### src/rtl/dac_if_pkg.sv
package dac_if_pkg;
  typedef enum logic [1:0] {
    ADR_DIRECT = 2'b00,
    ADR_HIGH   = 2'b01,
    ADR_LOW    = 2'b10,
    ADR_XFER   = 2'b11
  } addr_code_e;
endpackage

### src/rtl/wr_strobe_sync.sv
// Turns the sampled select and strobe pair into a one-cycle write pulse.
module wr_strobe_sync (
  input  logic clk,
  input  logic rst_n,
  input  logic cs_n,
  input  logic wr_n,
  output logic wr_fire
);
  logic act_now;
  logic act_q;
  logic act_d;

  always_comb begin
    act_now = ~cs_n & ~wr_n;
    act_d   = act_now;
    wr_fire = act_now & ~act_q;
  end

  always_ff @(posedge clk or negedge rst_n) begin
    if (!rst_n) act_q <= 1'b0;
    else        act_q <= act_d;
  end
endmodule

### src/rtl/dac_buffer.sv
// Holding registers plus the converter register, steered by the address code.
module dac_buffer
  import dac_if_pkg::*;
#(
  parameter int BUS_W = 8,
  parameter int RES_W = 14
) (
  input  logic             clk,
  input  logic             rst_n,
  input  logic             wr_fire,
  input  logic [1:0]       addr,
  input  logic [BUS_W-1:0] data,
  output logic [RES_W-1:0] dac_q
);
  localparam int HI_W = RES_W - BUS_W;

  addr_code_e          code;
  logic [HI_W-1:0]     hi_q, hi_d;
  logic [BUS_W-1:0]    lo_q, lo_d;
  logic [RES_W-1:0]    dac_d;
  logic                hi_en, lo_en, dac_en;

  always_comb begin
    code   = addr_code_e'(addr);
    hi_en  = 1'b0;
    lo_en  = 1'b0;
    dac_en = 1'b0;
    hi_d   = data[HI_W-1:0];
    lo_d   = data;
    dac_d  = {hi_q, lo_q};
    if (wr_fire) begin
      unique case (code)
        ADR_DIRECT: begin
          hi_en  = 1'b1;
          lo_en  = 1'b1;
          dac_en = 1'b1;
          dac_d  = {data[HI_W-1:0], data};
        end
        ADR_HIGH: hi_en  = 1'b1;
        ADR_LOW:  lo_en  = 1'b1;
        ADR_XFER: dac_en = 1'b1;
        default:  ;
      endcase
    end
  end

  always_ff @(posedge clk or negedge rst_n) begin
    if (!rst_n) begin
      hi_q  <= '0;
      lo_q  <= '0;
      dac_q <= '0;
    end else begin
      if (hi_en)  hi_q  <= hi_d;
      if (lo_en)  lo_q  <= lo_d;
      if (dac_en) dac_q <= dac_d;
    end
  end
endmodule

### src/rtl/seg_decoder.sv
// Thermometer decoder for the segmented top bits.
module seg_decoder #(
  parameter int SEG_BITS = 3
) (
  input  logic [SEG_BITS-1:0]      code_i,
  output logic [(2**SEG_BITS)-2:0] therm_o
);
  localparam int SEG_N = (2**SEG_BITS) - 1;

  for (genvar i = 0; i < SEG_N; i++) begin : g_seg
    assign therm_o[i] = (code_i > SEG_BITS'(i));
  end
endmodule

### src/rtl/dac_front.sv
module dac_front
  import dac_if_pkg::*;
#(
  parameter int BUS_W    = 8,
  parameter int RES_W    = 14,
  parameter int SEG_BITS = 3
) (
  input  logic                          clk,
  input  logic                          rst_n,
  input  logic                          cs_n,
  input  logic                          wr_n,
  input  logic [1:0]                    addr,
  input  logic [BUS_W-1:0]              data,
  output logic [RES_W-1:0]              dac_code,
  output logic [(2**SEG_BITS)-2:0]      seg_on,
  output logic [RES_W-SEG_BITS-1:0]     bin_on
);
  localparam int BIN_W = RES_W - SEG_BITS;

  logic wr_fire;

  wr_strobe_sync u_strobe (
    .clk     (clk),
    .rst_n   (rst_n),
    .cs_n    (cs_n),
    .wr_n    (wr_n),
    .wr_fire (wr_fire)
  );

  dac_buffer #(.BUS_W(BUS_W), .RES_W(RES_W)) u_buf (
    .clk     (clk),
    .rst_n   (rst_n),
    .wr_fire (wr_fire),
    .addr    (addr),
    .data    (data),
    .dac_q   (dac_code)
  );

  seg_decoder #(.SEG_BITS(SEG_BITS)) u_seg (
    .code_i  (dac_code[RES_W-1:BIN_W]),
    .therm_o (seg_on)
  );

  assign bin_on = dac_code[BIN_W-1:0];
endmodule

### config.mk
export PLATFORM = sky130hd
export DESIGN_NAME = dac_front
export DESIGN_NICKNAME = d
export VERILOG_FILES = /design/src/rtl/dac_if_pkg.sv /design/src/rtl/wr_strobe_sync.sv /design/src/rtl/dac_buffer.sv /design/src/rtl/seg_decoder.sv /design/src/rtl/dac_front.sv
export SDC_FILE = /design/constraint.sdc
export NUM_CORES = 1
export LEC_CHECK = 0
export BUFFER_PORTS_ARGS = -buffer_cell sky130_fd_sc_hd__buf_2
export CORE_ASPECT_RATIO = 1.25
export CORE_UTILIZATION = 24
export CTS_BUF_LIST = sky130_fd_sc_hd__clkbuf_2
export CTS_CLUSTER_SIZE = 28
export DETAILED_ROUTE_END_ITERATION = 6
export PLACE_DENSITY = 0.5
export SLEW_MARGIN = 0
export SYNTH_ARGS = -nofsm -noshare
export SYNTH_HDL_FRONTEND = slang
export SYNTH_SLANG_ARGS = --single-unit
export TNS_END_PERCENT = 10
### constraint.sdc
create_clock -name clk -period 1.5 [get_ports clk]
set_clock_uncertainty 0.15 [all_clocks]
set_input_delay 0.375 -clock clk [delete_from_list [all_inputs] [get_ports clk]]
set_output_delay 0.375 -clock clk [all_outputs]
set_load 0.03 [all_outputs]
* Yosys cells after proc, flatten, opt, wreduce, memory -nomap -nowiden
Cells that the tools add are included.
** Operators by class
- Mux-type cells :: 8
- Bitwise operators :: 5
- Reduce and logical (&&, ||, !) cells :: 4
- Order comparisons :: 7
- Eq/ne operators :: 3
** Operators with widths (count)
- $mux 14 :: 2
- $gt 3x3->1 const B :: 3
- $gt 3x1->1 const B :: 2
- $gt 3x2->1 const B :: 2
- $mux 1 :: 6
- $reduce_or 2->1 :: 3
- $eq 2x2->1 const B :: 2
- $not 1->1 :: 3
- $and 1x1->1 :: 2
- $eq 2x1->1 const B :: 1
- $logic_not 2->1 :: 1
** Word-level totals
- Word-level logic and storage cells :: 31
- Register bits :: 29

* Longest topological paths before layout
- Word-level depth :: 4
- Gate-level depth with buffers :: 6
- Gate-level depth less buffers :: 5

* Cells and area by module
From an unflattened synthesis, not the netlist that was laid out.
** Unflattened totals
- Cells, all modules :: 103
- Area, all modules :: 1526.5 um^2
** Modules (own cells, without submodules)
- dac_buffer :: cells each 82, times used 1, area an instance 1357.6 um^2, sequential area each 700.7 um^2
- dac_front :: cells each 11, times used 1, area an instance 82.6 um^2, sequential area each 0.0 um^2
- seg_decoder :: cells each 7, times used 1, area an instance 47.5 um^2, sequential area each 0.0 um^2
- wr_strobe_sync :: cells each 3, times used 1, area an instance 38.8 um^2, sequential area each 25.0 um^2

* Worst setup path after synthesis
Ideal clock, no wire load.
- Kind :: input-to-reg
- Start :: in addr[0]
- End :: reg u_buf.dac_q[6]
- Setup time :: 125 ps
- Stages on the path :: 5
- Arrival time :: 1408 ps
- Path slack :: -183 ps
- Cells stage by stage :: inv_1 ha_1 nor4_4 buf_4 a21oi_1
** On the way
- Longest elaborated chain between the ends :: 4
- Elaborated cells between the ends (all ways) :: 7
- Classes of those cells :: eq/ne: 1; mux: 4; reduce/logical: 2
** RTL lines
- from (decl) :: line dac_front.sv:12 : input logic [1:0] addr,
- $eq 2x2->1 / $logic_not 2->1 (equally long branches) :: line dac_buffer.sv:32 : unique case (code)
- $reduce_or 2->1 (no source line)
- $mux 1 :: line dac_buffer.sv:32
- $mux 1 :: line dac_buffer.sv:31 : if (wr_fire) begin
- to (signal assigned) :: line dac_buffer.sv:51 : dac_q <= '0;
- to (signal assigned) :: line dac_buffer.sv:55 : if (dac_en) dac_q <= dac_d;
- to (decl) :: line dac_buffer.sv:13 : output logic [RES_W-1:0] dac_q
Several ways; a longest one is shown, not always the timed one.
A chain may end at the register's enable or synchronous reset.

* Worst setup path in the final report
- Start :: reg u_buf.dac_q[12]
- End :: out seg_on[0]
** On the way
- Longest elaborated chain between the ends :: 1
** RTL lines
- $gt 3x1->1 :: line seg_decoder.sv:11 : assign therm_o[i] = (code_i > SEG_BITS'(i));
- to (decl) :: line dac_front.sv:15 : output logic [(2**SEG_BITS)-2:0] seg_on,
No other way between the ends.

==> results by group <==
Layout
  • Leading cell type in the layout, fill and taps excluded: dfrtp_1
  • Flip-flop and latch area: 728 um^2
  • Area Overhead vs Synth: 39.7%
  • Layout cell share with drive strength beyond 1: 0.556
  • Ant. Diodes: 0
  • Commonest cells after routing, fill and taps aside: dfrtp_1 (27), buf_6 (26), buf_2 (21)
  • Final std cells w/o fill: 237
  • Multi-input logic area: 612 um^2
  • Fillers: 605
  • Layout Nets: 188

Worst setup path
  • Setup CP Type: flip-flop to output pin
  • Worst-path maximum fanout: 7
  • Reg-to-reg setup timing slack: 0 ns
  • Slowest stage cell on the critical path: dfrtp_2
  • Worst r2r src: u_strobe.act_q
  • R2R cell count: 4
  • Crit-path cells: or3_4 -> buf_6
  • Worst path max stage delay: 0.47 ns
  • Worst EP arrival: 1.33 ns
  • CP endpoint kind: output pin
  • Startpoint types: flip-flop
  • Reg2reg end: u_buf.lo_q[1]
  • Worst Path Required: 0.97 ns

Run status
  • Status: finished, violations left
  • Failing checks: DRC, setup timing

Detailed routing
  • Remaining antenna violation count after routing: 0
  • Pre-Repair DR Iteration Count: 6
  • DRC viols: 6
  • Via density per instance: 4.30
  • Iteration-0 DRC Markers: 43
  • WL/cell: 11.5 um
  • Final wirelength: 2730 um
  • Via Count: 1020

Die
  • Die Ht: 88.4 um
  • Die Area: 0.00628 mm^2
  • Initial Util: 0.248
  • Die W: 71.1 um
  • Core footprint: 0.00578 mm^2
  • I/O pin count: 46
  • # rows: 31

Min path
  • Worst min-delay path class: primary input to flip-flop
  • Hold Path Stages: 2
  • Worst Hold Launch: data[7]
  • Worst hold endpoint: u_buf.lo_q[7]

Clock tree
  • TritonCTS buffer count: 5
  • CTS H-tree lvls: 2
  • Skew-Pair Late Insertion Delay: 0.35 ns
  • CTS root buffer: clkbuf_2
  • Max Root-Sink Buffers: 2
  • CTS clk-pin slew, worst paths: 0.15 ns
  • Num Clock Sinks: 29
  • CTS tree: done

Global route
  • Total gr overflow: 0
  • Initial antenna violation count: 0
  • All-layer global routing usage: 0.0959
  • Largest net degree at the start of global routing: 30
  • Vias in the first global route: 960
  • First-pass GRT wire length: 4530 um

Synthesis
  • Ys Warns: 0
  • Synth Instances: 119
  • Synthesized area: 0.00143 mm^2
  • Synthesized flop and latch total: 29
  • Synthesized area per cell: 12.0 um^2
  • Cell variety after synth: 20
  • Proportion of synthesized chip area in sequential cells: 0.507
  • Syn_nets: 137

Power and ir drop
  • Logic gate share of total power: 0.502
  • Worst VDD drop: 0.500 mV
  • Reg power frac: 0.373
  • Leakage: 0.925 nW
  • Switching share of power: 0.416
  • Pint: 0.00182 W
  • Cell Pwr Density: 1550 mW/mm^2
  • Clk network pwr share: 0.126
  • Net Sw Power: 0.00129 W

Placed design
  • Pre-CTS WS: -0.265 ns
  • Placer congestion estimate: 0.672
  • IO buf count: 45
  • Dpl cells: 227
  • Placed wire-length estimate: 1940 um

Run
  • Max Cap Viol: 0

Timing
  • Tightest Pin Transition: 0.365 ns
  • Slew headroom: 0.757
  • Fin worst setup slack: -0.358 ns
  • Peak Freq: 538 MHz
  • Max Slew Vio Count: 0
  • Crit path time final: 1.86 ns
  • RSZ-0062 raised after global routing: yes
  • Period utilization: 1.24
  • Setup TNS: -1.98 ns
  • Setup Viol. Count Final: 11
  • Hold WS: 0.114 ns
  • Final hold violation count: 0
[registers in the layout, summed over array words and instances, names as in the netlist]
signal,flops
u_buf.dac_q,14
u_buf.lo_q,8
u_buf.hi_q,6
u_strobe.act_q,1
[layout make-up]
cell class / instances / area share
tap: 66 / 0.0413
timing repair buffer: 61 / 0.265
inverter: 2 / 0.00375
sequential: 29 / 0.364
multi-input combinational: 71 / 0.306
clock inverter: 2 / 0.00500
clock buffer: 6 / 0.0150
[per-layer routing]
metal  vias up  track usage  wire length [um]
met3         5       0.0308               156
met1       482        0.111              1190
li1        498            -                 -
met4         0       0.0545                71
met2        35        0.157              1310
met5         -            0                 0
[cell families (layout without fill, tap and decap cells)]
kind of cell	count (synthesis)	after routing	share of synthesized area
DFF	29	29	0.507
muxes	28	28	0.208
and+or+nand+nor	21	21	0.0751
buffers and inverters	19	71	0.0900
AOI/OAI and AO/OA	18	18	0.0856
adders and majority gates	4	4	0.0349
[power by group through the flow]
stage / Clock, W / Combinational, W / Sequential [W]
final: 0.000391 / 0.00156 / 0.00116
after global routing: 0.000456 / 0.00166 / 0.00119
after CTS: 0.000413 / 0.00144 / 0.00114
after detailed placement: 0 / 0.00128 / 0.00114
after global placement: 0 / 0.00127 / 0.00113
after floorplan: 0 / 0.000778 / 0.00136
[critical path: cells and delay by family, from the launching register on]
family                 cells  cell delay, ns
DFF                        1            0.47
and+or+nand+nor            1            0.37
buffers and inverters      1            0.14
[synth_stat cells]
library cell / instances / area, um^2
mux2i_1: 14 / 140
buf_6: 1 / 11.3
ha_1: 4 / 50.1
a21oi_1: 8 / 40.0
buf_4: 13 / 97.6
nor4_4: 1 / 21.3
buf_2: 1 / 5.00
and2_1: 1 / 6.26
nor2_1: 15 / 56.3
clkbuf_1: 2 / 7.51
dfrtp_1: 29 / 726
a21oi_2: 6 / 52.6
or2_2: 1 / 6.26
o21a_1: 3 / 22.5
inv_1: 2 / 7.51
and3_1: 1 / 6.26
mux2_2: 14 / 158
a21o_1: 1 / 7.51
nor3_1: 1 / 5.00
or3_1: 1 / 6.26
[worst max-delay path by stage]
stage               slack (ns)         endpoint       startpoint  depth (start not counted)
global placement         -0.25    u_buf.lo_q[7]             wr_n                          5
floorplan                -0.16  u_buf.dac_q[13]          addr[0]                          6
finish                   -0.36        seg_on[0]  u_buf.dac_q[12]                          2
CTS                      -0.39        seg_on[0]  u_buf.dac_q[12]                          2
global route             -0.42        seg_on[0]  u_buf.dac_q[12]                          2
detailed placement       -0.26    u_buf.hi_q[1]             wr_n                          4
[timing repair]
item | 4_1_cts | 5_1_grt
endpoints found under the hold margin | 29 | 0
pin swaps | 0 | 0
resized for setup | 34 | 29
buffers inserted | 0 | 1
hold buffers | 1 | 0
endpoints found under the setup margin | 42 | 47
[per-stage QoR]
step                       util  total power (W)  area [um^2]
final                     0.346          0.00311         2000
after global routing      0.346          0.00331         2000
after CTS                 0.328          0.00299         1900
after floorplan               -          0.00214         1440
after detailed placement  0.303          0.00242         1750
after global placement    0.303          0.00241         1750
(Power assumes the default switching activity.)
